$ cat src/rtl/bcn_tsf_pkg.sv
package bcn_tsf_pkg;
  localparam int ADDR_W   = 3;
  localparam int NUM_TMR  = 4;
  // timer slots; index equals event bit and packing position
  localparam int IDX_TGT  = 0;
  localparam int IDX_DMA  = 1;
  localparam int IDX_SWA  = 2;
  localparam int IDX_ATIM = 3;
  // write map
  localparam logic [ADDR_W-1:0] ADR_TSF_LO   = 3'd0;
  localparam logic [ADDR_W-1:0] ADR_TSF_HI   = 3'd1;
  localparam int                ADR_TMR_BASE = 2;
  localparam logic [ADDR_W-1:0] ADR_CTRL     = 3'd6;
  // control word fields
  localparam int CTRL_EN_BIT  = 16;
  localparam int CTRL_CLR_BIT = 17;

  function automatic bit is_fine_slot(int idx);
    return (idx == IDX_DMA) || (idx == IDX_SWA);
  endfunction
endpackage

$ cat src/rtl/bcn_tsf_counter.sv
module bcn_tsf_counter #(
  parameter int TSF_W  = 64,
  parameter int HALF_W = 32
) (
  input  logic              clk,
  input  logic              rst,
  input  logic              tick,
  input  logic              clr,
  input  logic              wr_lo,
  input  logic              wr_hi,
  input  logic [HALF_W-1:0] wr_val,
  output logic [TSF_W-1:0]  tsf
);
  localparam int HI_W = TSF_W - HALF_W;

  // clear beats a load, a load beats the increment
  always_ff @(posedge clk) begin
    if (rst) begin
      tsf <= '0;
    end else if (clr) begin
      tsf <= '0;
    end else if (wr_lo) begin
      tsf[HALF_W-1:0] <= wr_val;
    end else if (wr_hi) begin
      tsf[TSF_W-1:HALF_W] <= HI_W'(wr_val);
    end else if (tick) begin
      tsf <= tsf + TSF_W'(1);
    end
  end
endmodule

$ cat src/rtl/bcn_ctrl_reg.sv
module bcn_ctrl_reg #(
  parameter int TMR_W = 16
) (
  input  logic             clk,
  input  logic             rst,
  input  logic             wr,
  input  logic [TMR_W-1:0] period_in,
  input  logic             en_in,
  input  logic             clr_in,
  output logic [TMR_W-1:0] period,
  output logic             enable,
  output logic             clr_pulse
);
  logic clr_flag;

  // counter clears only when the internal flag rises
  assign clr_pulse = wr && clr_in && !clr_flag;

  always_ff @(posedge clk) begin
    if (rst) begin
      period   <= '0;
      enable   <= 1'b0;
      clr_flag <= 1'b0;
    end else if (wr) begin
      period <= period_in;
      enable <= en_in;
      if (clr_in) clr_flag <= ~clr_flag;
    end
  end
endmodule

$ cat src/rtl/bcn_event_timer.sv
module bcn_event_timer #(
  parameter int W = 16
) (
  input  logic         clk,
  input  logic         rst,
  input  logic         en,
  input  logic [W-1:0] view,
  input  logic [W-1:0] step,
  input  logic         wr,
  input  logic [W-1:0] wr_val,
  output logic [W-1:0] val,
  output logic         evt
);
  logic match, match_q, fire;

  assign match = (view == val);
  // edge-qualified so a zero step cannot repeat the pulse
  assign fire  = en && match && !match_q && !wr;

  always_ff @(posedge clk) begin
    if (rst) begin
      val     <= '0;
      evt     <= 1'b0;
      match_q <= 1'b0;
    end else begin
      match_q <= en && match;
      evt     <= fire;
      if (wr)        val <= wr_val;
      else if (fire) val <= val + step;
    end
  end
endmodule

$ cat src/rtl/bcn_win_check.sv
module bcn_win_check #(
  parameter int W = 16
) (
  input  logic [W-1:0] early,
  input  logic [W-1:0] late,
  input  logic [W-1:0] gap,
  input  logic [W-1:0] period,
  output logic         ok
);
  localparam int XW = W + 3;

  logic signed [XW-1:0] a, b, g, p, a_wr, b_wr;

  assign a    = $signed({3'b000, early});
  assign b    = $signed({3'b000, late});
  assign g    = $signed({3'b000, gap});
  assign p    = $signed({3'b000, period});
  assign a_wr = $signed({3'b001, early});
  assign b_wr = $signed({3'b001, late});

  assign ok = ((b - a) == g) ||
              ((a - b) == (p - g)) ||
              ((a_wr - b) == (p - g)) ||
              ((b_wr - a) == g);
endmodule

$ cat src/rtl/bcn_tsf_unit.sv
module bcn_tsf_unit
  import bcn_tsf_pkg::*;
#(
  parameter int TSF_W      = 64,
  parameter int HALF_W     = 32,
  parameter int TMR_W      = 16,
  parameter int TU_SHIFT   = 10,
  parameter int FINE_SHIFT = 3,
  parameter int DMA_LEAD   = 2
) (
  input  logic                     clk,
  input  logic                     rst,
  input  logic                     us_tick,
  input  logic                     wr_en,
  input  logic [ADDR_W-1:0]        wr_addr,
  input  logic [HALF_W-1:0]        wr_data,
  output logic [TSF_W-1:0]         tsf_out,
  output logic [NUM_TMR*TMR_W-1:0] tmr_vals,
  output logic [NUM_TMR-1:0]       evt_pulse,
  output logic                     win_ok
);
  localparam int FINE_LSB = TU_SHIFT - FINE_SHIFT;

  logic [TMR_W-1:0] view_tu, view_fine;
  logic [TMR_W-1:0] period_q, step_fine;
  logic             enable_q, clr_pulse;
  logic             wr_lo, wr_hi, wr_ctrl;
  logic [TMR_W-1:0] tmr [NUM_TMR];
  logic             ok_atim, ok_dma;

  assign wr_lo   = wr_en && (wr_addr == ADR_TSF_LO);
  assign wr_hi   = wr_en && (wr_addr == ADR_TSF_HI);
  assign wr_ctrl = wr_en && (wr_addr == ADR_CTRL);

  assign view_tu   = tsf_out[TU_SHIFT +: TMR_W];
  assign view_fine = tsf_out[FINE_LSB +: TMR_W];
  assign step_fine = period_q << FINE_SHIFT;

  bcn_tsf_counter #(.TSF_W(TSF_W), .HALF_W(HALF_W)) u_cnt (
    .clk    (clk),
    .rst    (rst),
    .tick   (us_tick),
    .clr    (clr_pulse),
    .wr_lo  (wr_lo),
    .wr_hi  (wr_hi),
    .wr_val (wr_data),
    .tsf    (tsf_out)
  );

  bcn_ctrl_reg #(.TMR_W(TMR_W)) u_ctrl (
    .clk       (clk),
    .rst       (rst),
    .wr        (wr_ctrl),
    .period_in (wr_data[TMR_W-1:0]),
    .en_in     (wr_data[CTRL_EN_BIT]),
    .clr_in    (wr_data[CTRL_CLR_BIT]),
    .period    (period_q),
    .enable    (enable_q),
    .clr_pulse (clr_pulse)
  );

  for (genvar gi = 0; gi < NUM_TMR; gi++) begin : g_tmr
    localparam bit                FINE   = is_fine_slot(gi);
    localparam logic [ADDR_W-1:0] MY_ADR = ADDR_W'(ADR_TMR_BASE + gi);
    logic tmr_wr;
    assign tmr_wr = wr_en && (wr_addr == MY_ADR);

    bcn_event_timer #(.W(TMR_W)) u_tmr (
      .clk    (clk),
      .rst    (rst),
      .en     (enable_q),
      .view   (FINE ? view_fine : view_tu),
      .step   (FINE ? step_fine : period_q),
      .wr     (tmr_wr),
      .wr_val (wr_data[TMR_W-1:0]),
      .val    (tmr[gi]),
      .evt    (evt_pulse[gi])
    );
    assign tmr_vals[gi*TMR_W +: TMR_W] = tmr[gi];
  end

  bcn_win_check #(.W(TMR_W)) u_win_atim (
    .early  (tmr[IDX_TGT]),
    .late   (tmr[IDX_ATIM]),
    .gap    (TMR_W'(1)),
    .period (period_q),
    .ok     (ok_atim)
  );

  bcn_win_check #(.W(TMR_W)) u_win_dma (
    .early  (tmr[IDX_DMA] >> FINE_SHIFT),
    .late   (tmr[IDX_TGT]),
    .gap    (TMR_W'(DMA_LEAD)),
    .period (period_q),
    .ok     (ok_dma)
  );

  assign win_ok = ok_atim && ok_dma;
endmodule

$ cat config.mk
export PLATFORM = sky130hd
export DESIGN_NAME = bcn_tsf_unit
export DESIGN_NICKNAME = d
export VERILOG_FILES = /design/src/rtl/bcn_tsf_pkg.sv /design/src/rtl/bcn_tsf_counter.sv /design/src/rtl/bcn_ctrl_reg.sv /design/src/rtl/bcn_event_timer.sv /design/src/rtl/bcn_win_check.sv /design/src/rtl/bcn_tsf_unit.sv
export SDC_FILE = /design/constraint.sdc
export NUM_CORES = 1
export LEC_CHECK = 0
export ABC_AREA = 1
export BUFFER_PORTS_ARGS = -buffer_cell sky130_fd_sc_hd__buf_2
export CORE_MARGIN = 2
export CORE_UTILIZATION = 29
export CTS_CLUSTER_DIAMETER = 150
export DETAILED_ROUTE_END_ITERATION = 6
export PLACE_DENSITY = 0.49
export SLEW_MARGIN = 15
export SYNTH_ARGS = -nofsm -noshare
export SYNTH_HDL_FRONTEND = slang
export SYNTH_HIERARCHICAL = 1
export SYNTH_SLANG_ARGS = --single-unit
$ cat constraint.sdc
create_clock -name clk -period 4.51 [get_ports clk]
set_clock_uncertainty 0.15 [all_clocks]
set_input_delay 0.6765 -clock clk [delete_from_list [all_inputs] [get_ports clk]]
set_output_delay 0.6765 -clock clk [all_outputs]
set_load 0.03 [all_outputs]
==> results_dict.tcl <==
set metrics [dict create \
    hold-path-endpoint "u_cnt/tsf[25]" \
    synth_edf_count 0 \
    hold_path.class "input port to register" \
    total_leakage_power_nw 13.2 \
    final_max_slew_viol_count 0 \
    fp.dieArea_um2 77800 \
    final.period_utilization 0.975 \
    grt_pass1_vias 23600 \
    yosysMostFrequentCell "sky130_fd_sc_hd__nand2_1" \
    final.setup.tns_ns 0 \
    cell_with_the_most_instances_on_the_worst_path "sky130_fd_sc_hd__nand2_1" \
    gp_congestion 0.947 \
    drv.max_cap_violation_count 0 \
    cts_tree "built" \
    synth_top_cells_by_count "1500 x sky130_fd_sc_hd__nand2_1, 562 x sky130_fd_sc_hd__inv_1, 445 x sky130_fd_sc_hd__nor2_1" \
    cp_data_required_time_ns 3.68 \
    clk-insertion-delay-late_ns 0.51 \
    yosys.area.top_type "sky130_fd_sc_hd__nand2_1" \
    reg2reg_to "g_tmr[0].u_tmr/val[3]" \
    postSynth.topFlopCell "sky130_fd_sc_hd__dfxtp_1" \
    detail_route.drc_violations 0 \
    drt-initial-drc-count 2220 \
    vias 25600 \
    die_y_um 279 \
    timing.final.setup_violations 0 \
    route.antenna.remaining_nets 0 \
    cp-end-kind "output port" \
    initial_utilization 0.294 \
    die_width_um 279 \
    part_of_the_total_power_dissipated_in_the_clock_network 0.319 \
    synthesis.area_per_instance_um2 5.52 \
    crit-reg2reg-launch "u_cnt/tsf[17]" \
    post_drt_via_cell_ratio 4.84 \
    layout_min_cycle_time_ns 4.40 \
    rows 100 \
    fillerInstances 8476 \
    io_buffers 171 \
    placed_cells_incl_taps 5214 \
    powerDensity_nw_per_um2 176 \
    cellInternalPower_w 0.00267 \
    portion_of_the_post_synthesis_area_used_by_sequential_elements 0.141 \
    gr-usage-all-layers 0.255 \
    hold_violations 0 \
    synth_area_um2 21900 \
    number_of_clock_sinks_seen_by_cts 154 \
    root_buffer "sky130_fd_sc_hd__clkbuf_16" \
    syn_inst 3976 \
    synth_top_cell_area_share 0.257 \
    drt_first_pass_iters 6 \
    post_route_cells_drive_above_1_share 0.151 \
    highest_clock_rate_mhz 227 \
    global_route_wire_length_before_repair_um 148000 \
    slowest_delay_ns 0.34 \
    worst_hold_path_stage_count 3 \
    critical_path.slowest_cell "sky130_fd_sc_hd__dfxtp_2" \
    globalRouteOverflowTotal 0 \
    totalWireLength_um 101000 \
    setup.worst_path.start_class "register" \
    hold_bufs_at_cts 0 \
    switching_share 0.419 \
    net-switching-power_w 0.00192 \
    number_of_cell_instances_on_the_worst_register_to_register_path 10 \
    worstMarginPinSlew_ns 1.03 \
    holdCritStartpoint "wr_data[25]" \
    fraction_of_synthesis_flops_using_an_asynchronous_set_or_reset_pin 0 \
    run_status "complete, no violations" \
    vdd_ir_drop_max_uv 217 \
    area_growth_syn_to_layout_pct 18.7 \
    critPathMaxFanout 7 \
    cts-root-to-sink-buffers 2 \
    grt_max_degree 62 \
    antenna_violations_before_repair 3 \
    final_cells 5282 \
    p_comb_frac 0.363 \
    seq_power_share 0.318 \
    final_nets 4510 \
    post_synth_cell_types 56 \
    rrSetupSlack_ns 1.31 \
    crit_arrival_ns 3.57 \
    criticalPathCategory "register to output port" \
    post-dp-hpwl_um 80800 \
    rsz0062_at_grt "yes" \
    wl_per_instance_um 19.1 \
    ys_ff_latch 154 \
    clock_transition_time_at_the_flip_flop_clock_pins_of_the_worst_setup_and_hold_paths_ns 0.08 \
    ys_warn_count 6 \
    cts_htree_levels 4 \
    synth.area.top_cells "sky130_fd_sc_hd__nand2_1 26%, sky130_fd_sc_hd__dfxtp_1 14%, sky130_fd_sc_hd__inv_1 9.6%" \
    maxSlewHeadroom 0.314 \
    fp.coreArea_um2 74700 \
    ioPinCount 172 \
    numCtsBuffers 17 \
]
[layout by cell type (no fill, tap or decap), types with 10 or more instances in the layout]
| master | instances |
|---|---|
| sky130_fd_sc_hd__nand3_2 | 12 |
| sky130_fd_sc_hd__dfxtp_2 | 13 |
| sky130_fd_sc_hd__nand3_1 | 288 |
| sky130_fd_sc_hd__nor3_1 | 19 |
| sky130_fd_sc_hd__ha_4 | 25 |
| sky130_fd_sc_hd__nor2_1 | 437 |
| sky130_fd_sc_hd__nand4_1 | 72 |
| sky130_fd_sc_hd__or2_2 | 10 |
| sky130_fd_sc_hd__buf_2 | 169 |
| sky130_fd_sc_hd__dfxtp_4 | 18 |
| sky130_fd_sc_hd__xor2_1 | 48 |
| sky130_fd_sc_hd__ha_1 | 132 |
| sky130_fd_sc_hd__a31oi_1 | 32 |
| sky130_fd_sc_hd__clkbuf_16 | 17 |
| sky130_fd_sc_hd__o21ai_0 | 86 |
| sky130_fd_sc_hd__nand3b_1 | 33 |
| sky130_fd_sc_hd__buf_4 | 130 |
| sky130_fd_sc_hd__dfxtp_1 | 123 |
| sky130_fd_sc_hd__o21bai_1 | 11 |
| sky130_fd_sc_hd__a21o_1 | 10 |
| sky130_fd_sc_hd__conb_1 | 80 |
| sky130_fd_sc_hd__inv_2 | 24 |
| sky130_fd_sc_hd__a21oi_1 | 148 |
| sky130_fd_sc_hd__nor2_4 | 22 |
| sky130_fd_sc_hd__a21oi_2 | 35 |
| sky130_fd_sc_hd__nand2_4 | 19 |
| sky130_fd_sc_hd__nand2_2 | 74 |
| sky130_fd_sc_hd__nand2_1 | 1472 |
| sky130_fd_sc_hd__inv_1 | 557 |
| sky130_fd_sc_hd__nor2_2 | 30 |
| sky130_fd_sc_hd__xnor2_1 | 72 |
[state kept, by name, indices dropped and copies added (netlist names)]
signal               cells
g_tmr.u_tmr/match_q      4
g_tmr.u_tmr/val         64
u_ctrl/period           16
g_tmr.u_tmr/evt          4
u_ctrl/clr_flag          1
u_ctrl/enable            1
u_cnt/tsf               64
[final cells by class]
| class | count | area (µm²) | share of cell area |
|---|---|---|---|
| multi-input cells | 3230 | 16900 | 0.650 |
| flip-flops and latches | 154 | 3170 | 0.122 |
| inverters | 586 | 2200 | 0.0847 |
| repair buffers | 309 | 1970 | 0.0757 |
| well taps | 969 | 1210 | 0.0466 |
| clock buffers | 19 | 443 | 0.0170 |
| clock inverters | 13 | 108 | 0.00413 |
| diodes | 2 | 5.00 | 0.000192 |
[through the flow]
stage          power, W   util  setup slack, ns  cell area [µm²]  hold WS (ns)
6_report        0.00459  0.349            0.113            26000         0.298
5_1_grt         0.00487  0.349           -0.169            26000         0.288
2_1_floorplan   0.00256      -            0.570            22200         0.293
3_5_place_dp    0.00306  0.328            0.273            24500         0.312
3_3_place_gp    0.00306  0.328            0.288            24500         0.310
4_1_cts         0.00454  0.337          0.00415            25200         0.274
[timing repair]
item	4_1_cts	5_1_grt
setup endpoints to repair	1	1
resized for setup	40	140
pin swaps	2	37
buffers inserted	3	31
[cell families after synthesis]
group / Yosys count / synth area share
other: 2 / 0.000342
AO/OA/AOI/OAI: 344 / 0.0896
XOR/XNOR: 121 / 0.0487
adder cells (fa/ha/maj): 173 / 0.102
buffers and inverters: 670 / 0.126
AND/OR/NAND/NOR: 2512 / 0.492
flip-flops: 154 / 0.141
[power by group through the flow]
stage,registers (W),logic [W],clock network [W]
6_report,0.00146,0.00167,0.00147
5_1_grt,0.00146,0.00185,0.00155
4_1_cts,0.00147,0.00158,0.00150
3_5_place_dp,0.00150,0.00156,0
3_3_place_gp,0.00150,0.00157,0
2_1_floorplan,0.00153,0.00103,0
[metal layers]
metal / up-vias / wire, µm / track usage
met2: 778 / 46900 / 0.430
li1: 13000 / - / -
met3: 127 / 5390 / 0.0260
met5: - / 0 / 0
met4: 0 / 2750 / 0.0769
met1: 11700 / 46100 / 0.341
[worst max path at each step]
stage,slack (ns),startpoint,end,depth (start not counted)
after floorplan,0.57,g_tmr[0].u_tmr/val[6],win_ok,26
after global placement,0.29,g_tmr[0].u_tmr/val[0],win_ok,26
after detailed placement,0.27,g_tmr[0].u_tmr/val[0],win_ok,26
after CTS,0.004,u_ctrl/period[4],win_ok,26
after global routing,-0.17,g_tmr[1].u_tmr/val[8],win_ok,27
final,0.11,u_ctrl/period[3],win_ok,28
[worst max-delay path: cells and delay by family (launching register included)]
| family | cells | cell delay (ns) |
|---|---|---|
| buf+inv | 4 | 0.43 |
| flops | 1 | 0.34 |
| fa+ha+maj | 2 | 0.49 |
| compound gates | 1 | 0.18 |
| simple gates | 21 | 1.64 |
No activity file was read; power rests on OpenSTA's default activity.
